<file path="src/rtl/mbt_pkg.sv">
package mbt_pkg;

    typedef enum logic [2:0] {
        ST_IDLE,
        ST_SKIP,
        ST_CLAIM,
        ST_DATA,
        ST_DISC
    } mbt_state_e;

    localparam logic [3:0] CMD_MEM_RD = 4'b0110;
    localparam logic [3:0] CMD_MEM_WR = 4'b0111;

endpackage

</file>
<file path="src/rtl/mbt_decode.sv">
module mbt_decode #(
    parameter int          DW    = 32,
    parameter int          DEPTH = 8,
    parameter logic [31:0] BASE  = 32'h4000_0000,
    localparam int         AW    = $clog2(DEPTH),
    localparam int         NB    = DW / 8
) (
    input  logic [DW-1:0] addr,
    input  logic [NB-1:0] cmd,
    output logic          hit,
    output logic          is_wr,
    output logic [AW-1:0] start_idx
);
    import mbt_pkg::*;

    logic in_window;
    logic cmd_rd;
    logic cmd_wr;

    always_comb begin
        in_window = (addr[DW-1:AW+2] == BASE[DW-1:AW+2]);
        cmd_rd    = (cmd == NB'(CMD_MEM_RD));
        cmd_wr    = (cmd == NB'(CMD_MEM_WR));
        hit       = in_window && (cmd_rd || cmd_wr);
        is_wr     = cmd_wr;
        start_idx = addr[AW+1:2];
    end

endmodule

</file>
<file path="src/rtl/mbt_regfile.sv">
module mbt_regfile #(
    parameter int  DW    = 32,
    parameter int  DEPTH = 8,
    localparam int AW    = $clog2(DEPTH),
    localparam int NB    = DW / 8
) (
    input  logic          clk,
    input  logic          rst_n,
    input  logic          wr_en,
    input  logic [AW-1:0] wr_idx,
    input  logic [DW-1:0] wr_data,
    input  logic [NB-1:0] wr_mask,
    input  logic [AW-1:0] rd_idx,
    output logic [DW-1:0] rd_data
);
    logic [DW-1:0] words [DEPTH];

    for (genvar w = 0; w < DEPTH; w++) begin : g_word
        logic [DW-1:0] word_q;

        always_ff @(posedge clk or negedge rst_n) begin
            if (!rst_n) begin
                word_q <= '0;
            end else if (wr_en && (wr_idx == AW'(w))) begin
                for (int b = 0; b < NB; b++) begin
                    if (wr_mask[b]) begin
                        word_q[b*8 +: 8] <= wr_data[b*8 +: 8];
                    end
                end
            end
        end

        assign words[w] = word_q;
    end

    assign rd_data = words[rd_idx];

endmodule

</file>
<file path="src/rtl/mbt_parity.sv">
module mbt_parity #(
    parameter int  DW = 32,
    localparam int NB = DW / 8
) (
    input  logic          clk,
    input  logic          rst_n,
    input  logic [DW-1:0] bus_in,
    input  logic [NB-1:0] cbe_n,
    input  logic          par_in,
    input  logic          addr_stb,
    input  logic          data_stb,
    input  logic [DW-1:0] drv_data,
    input  logic          drv_oe,
    output logic          par_out,
    output logic          par_oe,
    output logic          apar_err_n,
    output logic          dpar_err_n
);
    logic bus_par;
    logic a_pend_q, a_calc_q;
    logic d_pend_q, d_calc_q;

    assign bus_par = ^{bus_in, cbe_n};

    always_ff @(posedge clk or negedge rst_n) begin
        if (!rst_n) begin
            a_pend_q   <= 1'b0;
            a_calc_q   <= 1'b0;
            d_pend_q   <= 1'b0;
            d_calc_q   <= 1'b0;
            apar_err_n <= 1'b1;
            dpar_err_n <= 1'b1;
            par_out    <= 1'b0;
            par_oe     <= 1'b0;
        end else begin
            a_pend_q <= addr_stb;
            d_pend_q <= data_stb;
            if (addr_stb) begin
                a_calc_q <= bus_par;
            end
            if (data_stb) begin
                d_calc_q <= bus_par;
            end
            apar_err_n <= !(a_pend_q && (par_in != a_calc_q));
            dpar_err_n <= !(d_pend_q && (par_in != d_calc_q));
            par_out    <= ^{drv_data, cbe_n};
            par_oe     <= drv_oe;
        end
    end

endmodule

</file>
<file path="src/rtl/mbt_target.sv">
module mbt_target #(
    parameter int          DW    = 32,
    parameter int          DEPTH = 8,
    parameter logic [31:0] BASE  = 32'h4000_0000,
    localparam int         AW    = $clog2(DEPTH),
    localparam int         NB    = DW / 8
) (
    input  logic          clk,
    input  logic          rst_n,
    input  logic [DW-1:0] ad_in,
    output logic [DW-1:0] ad_out,
    output logic          ad_oe,
    input  logic [NB-1:0] cbe_n,
    input  logic          txn_n,
    input  logic          ini_rdy_n,
    input  logic          par_in,
    output logic          tgt_rdy_n,
    output logic          claim_n,
    output logic          abort_n,
    output logic          par_out,
    output logic          par_oe,
    output logic          apar_err_n,
    output logic          dpar_err_n
);
    import mbt_pkg::*;

    mbt_state_e    st_q, st_d;
    logic          txn_q;
    logic          dec_hit, dec_wr;
    logic [AW-1:0] dec_idx;
    logic          is_wr_q;
    logic [AW-1:0] ptr_q;
    logic [AW-1:0] rd_idx;
    logic [DW-1:0] rd_data;
    logic          start, xfer, last_word;

    assign start     = (st_q == ST_IDLE) && !txn_n && txn_q;
    assign xfer      = (st_q == ST_DATA) && !ini_rdy_n;
    assign last_word = (ptr_q == AW'(DEPTH - 1));
    assign rd_idx    = (st_q == ST_DATA) ? ptr_q + AW'(1) : ptr_q;

    mbt_decode #(.DW(DW), .DEPTH(DEPTH), .BASE(BASE)) u_decode (
        .addr      (ad_in),
        .cmd       (cbe_n),
        .hit       (dec_hit),
        .is_wr     (dec_wr),
        .start_idx (dec_idx)
    );

    mbt_regfile #(.DW(DW), .DEPTH(DEPTH)) u_regs (
        .clk     (clk),
        .rst_n   (rst_n),
        .wr_en   (xfer && is_wr_q),
        .wr_idx  (ptr_q),
        .wr_data (ad_in),
        .wr_mask (~cbe_n),
        .rd_idx  (rd_idx),
        .rd_data (rd_data)
    );

    mbt_parity #(.DW(DW)) u_parity (
        .clk        (clk),
        .rst_n      (rst_n),
        .bus_in     (ad_in),
        .cbe_n      (cbe_n),
        .par_in     (par_in),
        .addr_stb   (start),
        .data_stb   (xfer && is_wr_q),
        .drv_data   (ad_out),
        .drv_oe     (ad_oe),
        .par_out    (par_out),
        .par_oe     (par_oe),
        .apar_err_n (apar_err_n),
        .dpar_err_n (dpar_err_n)
    );

    // State register
    always_ff @(posedge clk or negedge rst_n) begin
        if (!rst_n) begin
            st_q <= ST_IDLE;
        end else begin
            st_q <= st_d;
        end
    end

    // Next-state logic
    always_comb begin
        st_d = st_q;
        unique case (st_q)
            ST_IDLE: begin
                if (start) begin
                    st_d = dec_hit ? ST_CLAIM : ST_SKIP;
                end
            end
            ST_SKIP: begin
                if (txn_n && ini_rdy_n) begin
                    st_d = ST_IDLE;
                end
            end
            ST_CLAIM: begin
                st_d = ST_DATA;
            end
            ST_DATA: begin
                if (xfer) begin
                    if (txn_n) begin
                        st_d = ST_IDLE;
                    end else if (last_word) begin
                        st_d = ST_DISC;
                    end
                end
            end
            ST_DISC: begin
                if (txn_n) begin
                    st_d = ST_IDLE;
                end
            end
            default: st_d = ST_IDLE;
        endcase
    end

    // Registered bus strobes, derived from the next state
    always_ff @(posedge clk or negedge rst_n) begin
        if (!rst_n) begin
            claim_n   <= 1'b1;
            tgt_rdy_n <= 1'b1;
            abort_n   <= 1'b1;
            ad_oe     <= 1'b0;
        end else begin
            claim_n   <= !((st_d == ST_CLAIM) || (st_d == ST_DATA) || (st_d == ST_DISC));
            tgt_rdy_n <= !(st_d == ST_DATA);
            abort_n   <= !(st_d == ST_DISC);
            ad_oe     <= (st_d == ST_DATA) && !is_wr_q;
        end
    end

    // Transaction context and read data
    always_ff @(posedge clk or negedge rst_n) begin
        if (!rst_n) begin
            txn_q   <= 1'b1;
            is_wr_q <= 1'b0;
            ptr_q   <= '0;
            ad_out  <= '0;
        end else begin
            txn_q <= txn_n;
            if (start) begin
                is_wr_q <= dec_wr;
                ptr_q   <= dec_idx;
            end else if (xfer && !last_word) begin
                ptr_q <= ptr_q + AW'(1);
            end
            if ((st_q == ST_CLAIM) || xfer) begin
                ad_out <= rd_data;
            end
        end
    end

endmodule

</file>
<file path="config.mk">
export PLATFORM = sky130hd
export DESIGN_NAME = mbt_target
export DESIGN_NICKNAME = d
export VERILOG_FILES = /design/src/rtl/mbt_pkg.sv /design/src/rtl/mbt_decode.sv /design/src/rtl/mbt_regfile.sv /design/src/rtl/mbt_parity.sv /design/src/rtl/mbt_target.sv
export SDC_FILE = /design/constraint.sdc
export NUM_CORES = 1
export LEC_CHECK = 0
export BUFFER_PORTS_ARGS = -buffer_cell sky130_fd_sc_hd__buf_2
export CORE_UTILIZATION = 40
export DETAILED_ROUTE_END_ITERATION = 16
export GPL_TIMING_DRIVEN = 0
export PLACE_DENSITY = 0.55
export RECOVER_POWER = 100
export SETUP_SLACK_MARGIN = 0.05
export SYNTH_ARGS = -nofsm -noshare
export SYNTH_HDL_FRONTEND = slang
export SYNTH_SLANG_ARGS = --single-unit
</file>
<file path="constraint.sdc">
create_clock -name clk -period 2.35 [get_ports clk]
set_input_delay 0.235 -clock clk [delete_from_list [all_inputs] [get_ports clk]]
set_output_delay 0.235 -clock clk [all_outputs]
set_load 0.05 [all_outputs]
</file>
# After elaboration in Yosys (flattened, before gate mapping)
# Cells that the tools add are included.
# word_totals
reg_bits	308
out_inout_bits	40
elab_cells	154
# classes
add_sub_neg	1
n_lt_le_gt_ge	1
n_eq_ne	19
n_mux	14
bitwise_logic	2
n_reduce_logical	68
# op_table
cell	n
$bmux W32 S3	1
$reduce_xor A36 Y1	2
$mux W32	2
$reduce_and A2 Y1	32
$eq A27 B26 Y1 const B	1
$mux W3	9
$eq A3 B2 Y1 const B	6
$eq A3 B3 Y1 const B	6
$logic_and A1 B1 Y1	18
$pmux W3 S5	1
$logic_not A1 Y1	9
$eq A4 B3 Y1 const B	2
$eq A3 B1 Y1 const B	2
$logic_not A3 Y1	2
$ge A4 B4 Y1 const B	1
$logic_or A1 B1 Y1	4
$not A3 Y4	1
$not A4 Y4	1
$add A3 B1 Y3 const B	1
$mux W2	1
$ne A1 B1 Y1	2
$reduce_bool A2 Y1	1

# Longest topological paths before layout
# depth
depth_word	10
mapped_depth	10
ltp_nobuf	7

# Cells and area by module
# From an unflattened synthesis, not the netlist that was laid out.
# unflattened
hier_cells	899
hier_area_um2	14398.8
# by_module_without_submodules
mod	instances	cells_per_inst	area_each_um2	seq_area_each_um2
mbt_regfile	1	674	11617.4	6406.1
mbt_target	1	128	1813.0	1106.1
mbt_parity	1	82	837.1	202.7
mbt_decode	1	15	131.4	0.0

# Least setup slack after synthesis
# Ideal clock, no wire load.
# synth_timing
path_type	reg-to-reg
start	register ptr_q[1]
end	register ad_out[10]
setup_time_ns	0.082
arrival_time_ns	2.434
required_time_ns	2.268
path_slack_ns	-0.165
path_stages_with_launch	11
synth_period_minus_slack_ns	2.515
cell_sequence	dfrtp_1 > buf_2 > inv_1 > ha_1 > clkbuf_1 > nor2_1 > a21oi_2 > buf_2 > o22ai_1 > or3_1 > a31oi_1
# synth_via
elab_chain_len	6
# synth_lines
item	line_no	source
start: declaration	mbt_target.sv:32	logic [AW-1:0] ptr_q;
start signal: assignment	mbt_target.sv:147	ptr_q <= dec_idx;
start signal: assignment	mbt_target.sv:149	ptr_q <= ptr_q + AW'(1);
$add A3 B1 Y3	mbt_target.sv:40	assign rd_idx = (st_q == ST_DATA) ? ptr_q + AW'(1) : ptr_q;
$mux W3 *	mbt_target.sv:40	
$not A3 Y4 (implied by the code) *	mbt_regfile.sv:36	assign rd_data = words[rd_idx];
$bmux W32 S3 *	mbt_regfile.sv:36	
$mux W32 (implied by the code) * (2 in series)	mbt_regfile.sv:36	
end signal: assignment	mbt_target.sv:152	ad_out <= rd_data;
end: declaration	mbt_target.sv:11	output logic [DW-1:0] ad_out,
# Mark *: on every way between the ends. The rest lies on a longest branch, timed or not. The select of a mux whose other input is x is not followed.
# A chain may end at the register's enable or synchronous reset.

# Worst setup path in the final report
# layout_timing
start	register st_q[2]
end	register u_regs.g_word[3].word_q[7]
# layout_via
elab_chain_len	5
# layout_lines
item	line_no	source
start: declaration	mbt_target.sv:27	mbt_state_e st_q, st_d;
start signal: assignment	mbt_target.sv:82	st_q <= st_d;
$eq A3 B2 Y1	mbt_target.sv:38	assign xfer = (st_q == ST_DATA) && !ini_rdy_n;
$logic_and A1 B1 Y1	mbt_target.sv:38	
$logic_and A1 B1 Y1	--	
named net u_parity.data_stb	mbt_parity.sv:11	input logic data_stb,
$logic_and A1 B1 Y1	mbt_regfile.sv:24	end else if (wr_en && (wr_idx == AW'(w))) begin
$reduce_and A2 Y1 (no source line)	--	
end signal: indexed assignment	mbt_regfile.sv:27	word_q[b*8 +: 8] <= wr_data[b*8 +: 8];
end: declaration	mbt_regfile.sv:19	logic [DW-1:0] word_q;
# The timed path passes the listed nets, and every way through them passes these cells.

==> flow_summary.ini <==
[run_status]
outcome = completed

[logic_synthesis]
ys.flop_type = dfrtp_1
ys_ff_latch = 308
netlist_area_um2 = 14000
synth_edf_count = 0
avgSynthCellArea_um2 = 12.8
syn_inst = 1095
async_flop_share = 1.00
synth_top_area_frac = 0.539
synth-seq-area-share = 0.550
synth_area_leaders = dfrtp_1, mux2_2, o22ai_1
yosys.area.top_type = dfrtp_1
synthesis.nets = 1145
yosys_warnings = 0
synth.distinct_cells = 47

[power]
leakage_nw = 8.03
swShare = 0.278
combPwrFrac = 0.213
seq_power_share = 0.400
p_clk_frac = 0.387
p_sw_w = 0.00374
power.density_nw_per_um2 = 795
p_int_w = 0.00974
vdd_drop_max_mv = 0.421
p_total_w = 0.0135

[final_layout]
multi_input_area_um2 = 6070
area_growth_pct = 20.9
regArea_um2 = 7720
finalNonFillerCells = 1709
final_net_count = 1280
fin_area_um2 = 17000
drive_above_1_share = 0.407
fillers = 3172

[drt]
wire_per_inst_um = 22.3
vias = 9409
drtIter0Drc = 521
drc = 0
finalWirelength_um = 38200
viasPerCell = 5.51
firstDrtPassIters = 5
ant_nets = 0

[sta]
maxSlewViolCount = 0
skew_ns = 0.0194
finalWorstSetupSlack_ns = 0.0641
min_period_ns = 2.29
setup_viol = 0
hold_viol_final = 0
worst_pin_slew_ns = 1.43
fmax_mhz = 437
relSlewSlack = 0.0444
rsz0062_at_grt = true
finalCritPeriodShare = 0.973

[run]
maxCapViolCount = 0

[critical_path]
arrival_ns = 2.66
crit_type = register to register
setup.worst_path.end_class = register
path_cells = and2b_1 -> and3_1 -> buf_2 -> nand3_1 -> mux2_2
startpoint_type = register
path_buf_inv = 1
required_ns = 2.73
crit_path_top_delay_cell = nand3_1
worst_path_dominant_cell_family = simple AND/OR/NAND/NOR gates
slowest_delay_ns = 0.51
cp_max_fo = 10

[clock_network]
cts_root_buffer = clkbuf_16
clk_path_buf_depth = 3
cts_tree = built
clock_latency_ns = 0.51
htreeDepth = 2
cts_buffers = 36
cts.clk_slew.worst_paths_ns = 0.06
cts.sinks = 308

[die]
dieArea_um2 = 35800
ios = 81
initial_core_util = 0.406
core_um2 = 34500
die_w_um = 189
fp-row-count = 68
die_height_um = 189

[global_routing]
antenna_found_initial = 2
grt_pass1_vias = 9585
grt_max_degree = 113
grtUsageTotal = 0.216
grt_first_pass_wirelength_um = 58800
overflow = 0

[min_path]
hp-class = input pin to register

[placement]
gp_congestion = 0.802
hpwl_um = 25100
dpl.cell_count = 1599
place_area_um2 = 14900
dp_slack_ns = -0.625
portBuffers = 47
==> power groups by stage <==
stage / Combinational (W) / Clock (W) / Sequential [W]
3_5_place_dp: 0.00238 / 0 / 0.00548
5_1_grt: 0.00309 / 0.00557 / 0.00539
4_1_cts: 0.00282 / 0.00535 / 0.00538
2_1_floorplan: 0.00156 / 0 / 0.00549
6_report: 0.00287 / 0.00522 / 0.00539
3_3_place_gp: 0.00235 / 0 / 0.00548
==> Yosys cell counts, drive strengths merged (3+ instances only) <==
cell type / n
buf: 45
clkbuf: 36
nor2: 64
and3: 3
nor4: 6
o21ai: 5
nand3: 9
ha: 9
inv: 6
nor2b: 6
xnor2: 58
or3: 62
a31oi: 32
dfrtp: 302
o22ai: 125
a21oi: 7
mux2i: 5
a211oi: 4
xor2: 8
dfstp: 6
mux2: 260
nand2: 16
or2: 4
==> worst min-delay path, cell delays in order <==
cell and delay (ns):
buf_2 0.18, nand2_1 0.07, o21ai_0 0.07
==> cells by family (layout without fill, tap and decap cells) <==
| group | after synthesis | in the layout | share of synthesized area |
|---|---|---|---|
| other cells | 0 | 2 | 0 |
| fa+ha+maj | 9 | 9 | 0.00803 |
| xor+xnor | 67 | 67 | 0.0428 |
| flops | 308 | 308 | 0.550 |
| simple gates | 178 | 178 | 0.0696 |
| compound gates | 179 | 179 | 0.0823 |
| mux | 266 | 266 | 0.214 |
| buf+inv | 88 | 245 | 0.0332 |
==> path summary, 6_finish.rpt <==
check / cells past startpoint / to / from / slack [ns]
setup / recovery: 5 / u_regs.g_word[3].word_q[7] / st_q[2] / 0.06
hold / removal: 3 / ptr_q[2] / ad_in[4] / 0.1
setup reg to reg: 5 / u_regs.g_word[3].word_q[7] / st_q[2] / 0.06
hold reg to reg: 1 / u_parity.dpar_err_n / u_parity.d_pend_q / 0.37
max in group asynchronous: 3 / u_regs.g_word[0].word_q[12] / rst_n / 0.49
min in group asynchronous: 2 / u_regs.g_word[3].word_q[2] / rst_n / 0.62
==> routing by layer <==
layer  wire length (µm)  vias to the layer above  GRT usage
met1              17500                     4874      0.299
met2              18400                      188      0.345
met4               1060                        2     0.0828
met5                 17                        -          0
li1                   -                     4282          -
met3               1220                       63     0.0295
==> cells in the final DEF (no fill, tap or decap), drive strengths merged, types with 7 or more instances in the layout <==
cell type / instances
dfrtp: 302
mux2: 260
buf: 146
o22ai: 125
clkbuf: 86
nor2: 64
or3: 62
xnor2: 58
a31oi: 32
nand2: 16
nand3: 9
ha: 9
xor2: 8
a21oi: 7
==> final cells by class <==
cell class	count	area share
diodes	2	0.000295
plain buffers	75	0.0300
clock buffers	57	0.0614
clock inverters	3	0.00236
inverters	7	0.00199
multi-input cells	699	0.358
flip-flops and latches	308	0.455
well taps	455	0.0336
repair buffers	103	0.0574
==> through the flow <==
step / utilization / hold WS [ns] / TNS, ns
6_report: 0.491 / 0.0985 / 0
5_1_grt: 0.491 / 0.121 / -0.000992
4_1_cts: 0.482 / 0.0748 / -7.84
3_5_place_dp: 0.431 / 0.334 / -33.62
3_3_place_gp: 0.429 / 0.353 / -1536.18
2_1_floorplan: - / -0.0606 / 0
==> repair_timing <==
item | in CTS | in global routing
hold endpoints to repair | 94 | 0
hold buffers | 3 | 0
pin swaps | 24 | 21
gates cloned | 2 | 0
setup endpoints to repair | 256 | 218
buffers inserted | 33 | 16
gates resized for setup | 69 | 25
==> registers in the layout, indices dropped and copies added (netlist names) <==
signal and cells:
u_regs.g_word.word_q 256, ad_out 32, ptr_q 3, st_q 3
abort_n 1, ad_oe 1, claim_n 1, is_wr_q 1
tgt_rdy_n 1, txn_q 1, u_parity.a_calc_q 1, u_parity.a_pend_q 1
u_parity.apar_err_n 1, u_parity.d_calc_q 1, u_parity.d_pend_q 1, u_parity.dpar_err_n 1
u_parity.par_oe 1, u_parity.par_out 1
(Power assumes the default switching activity.)
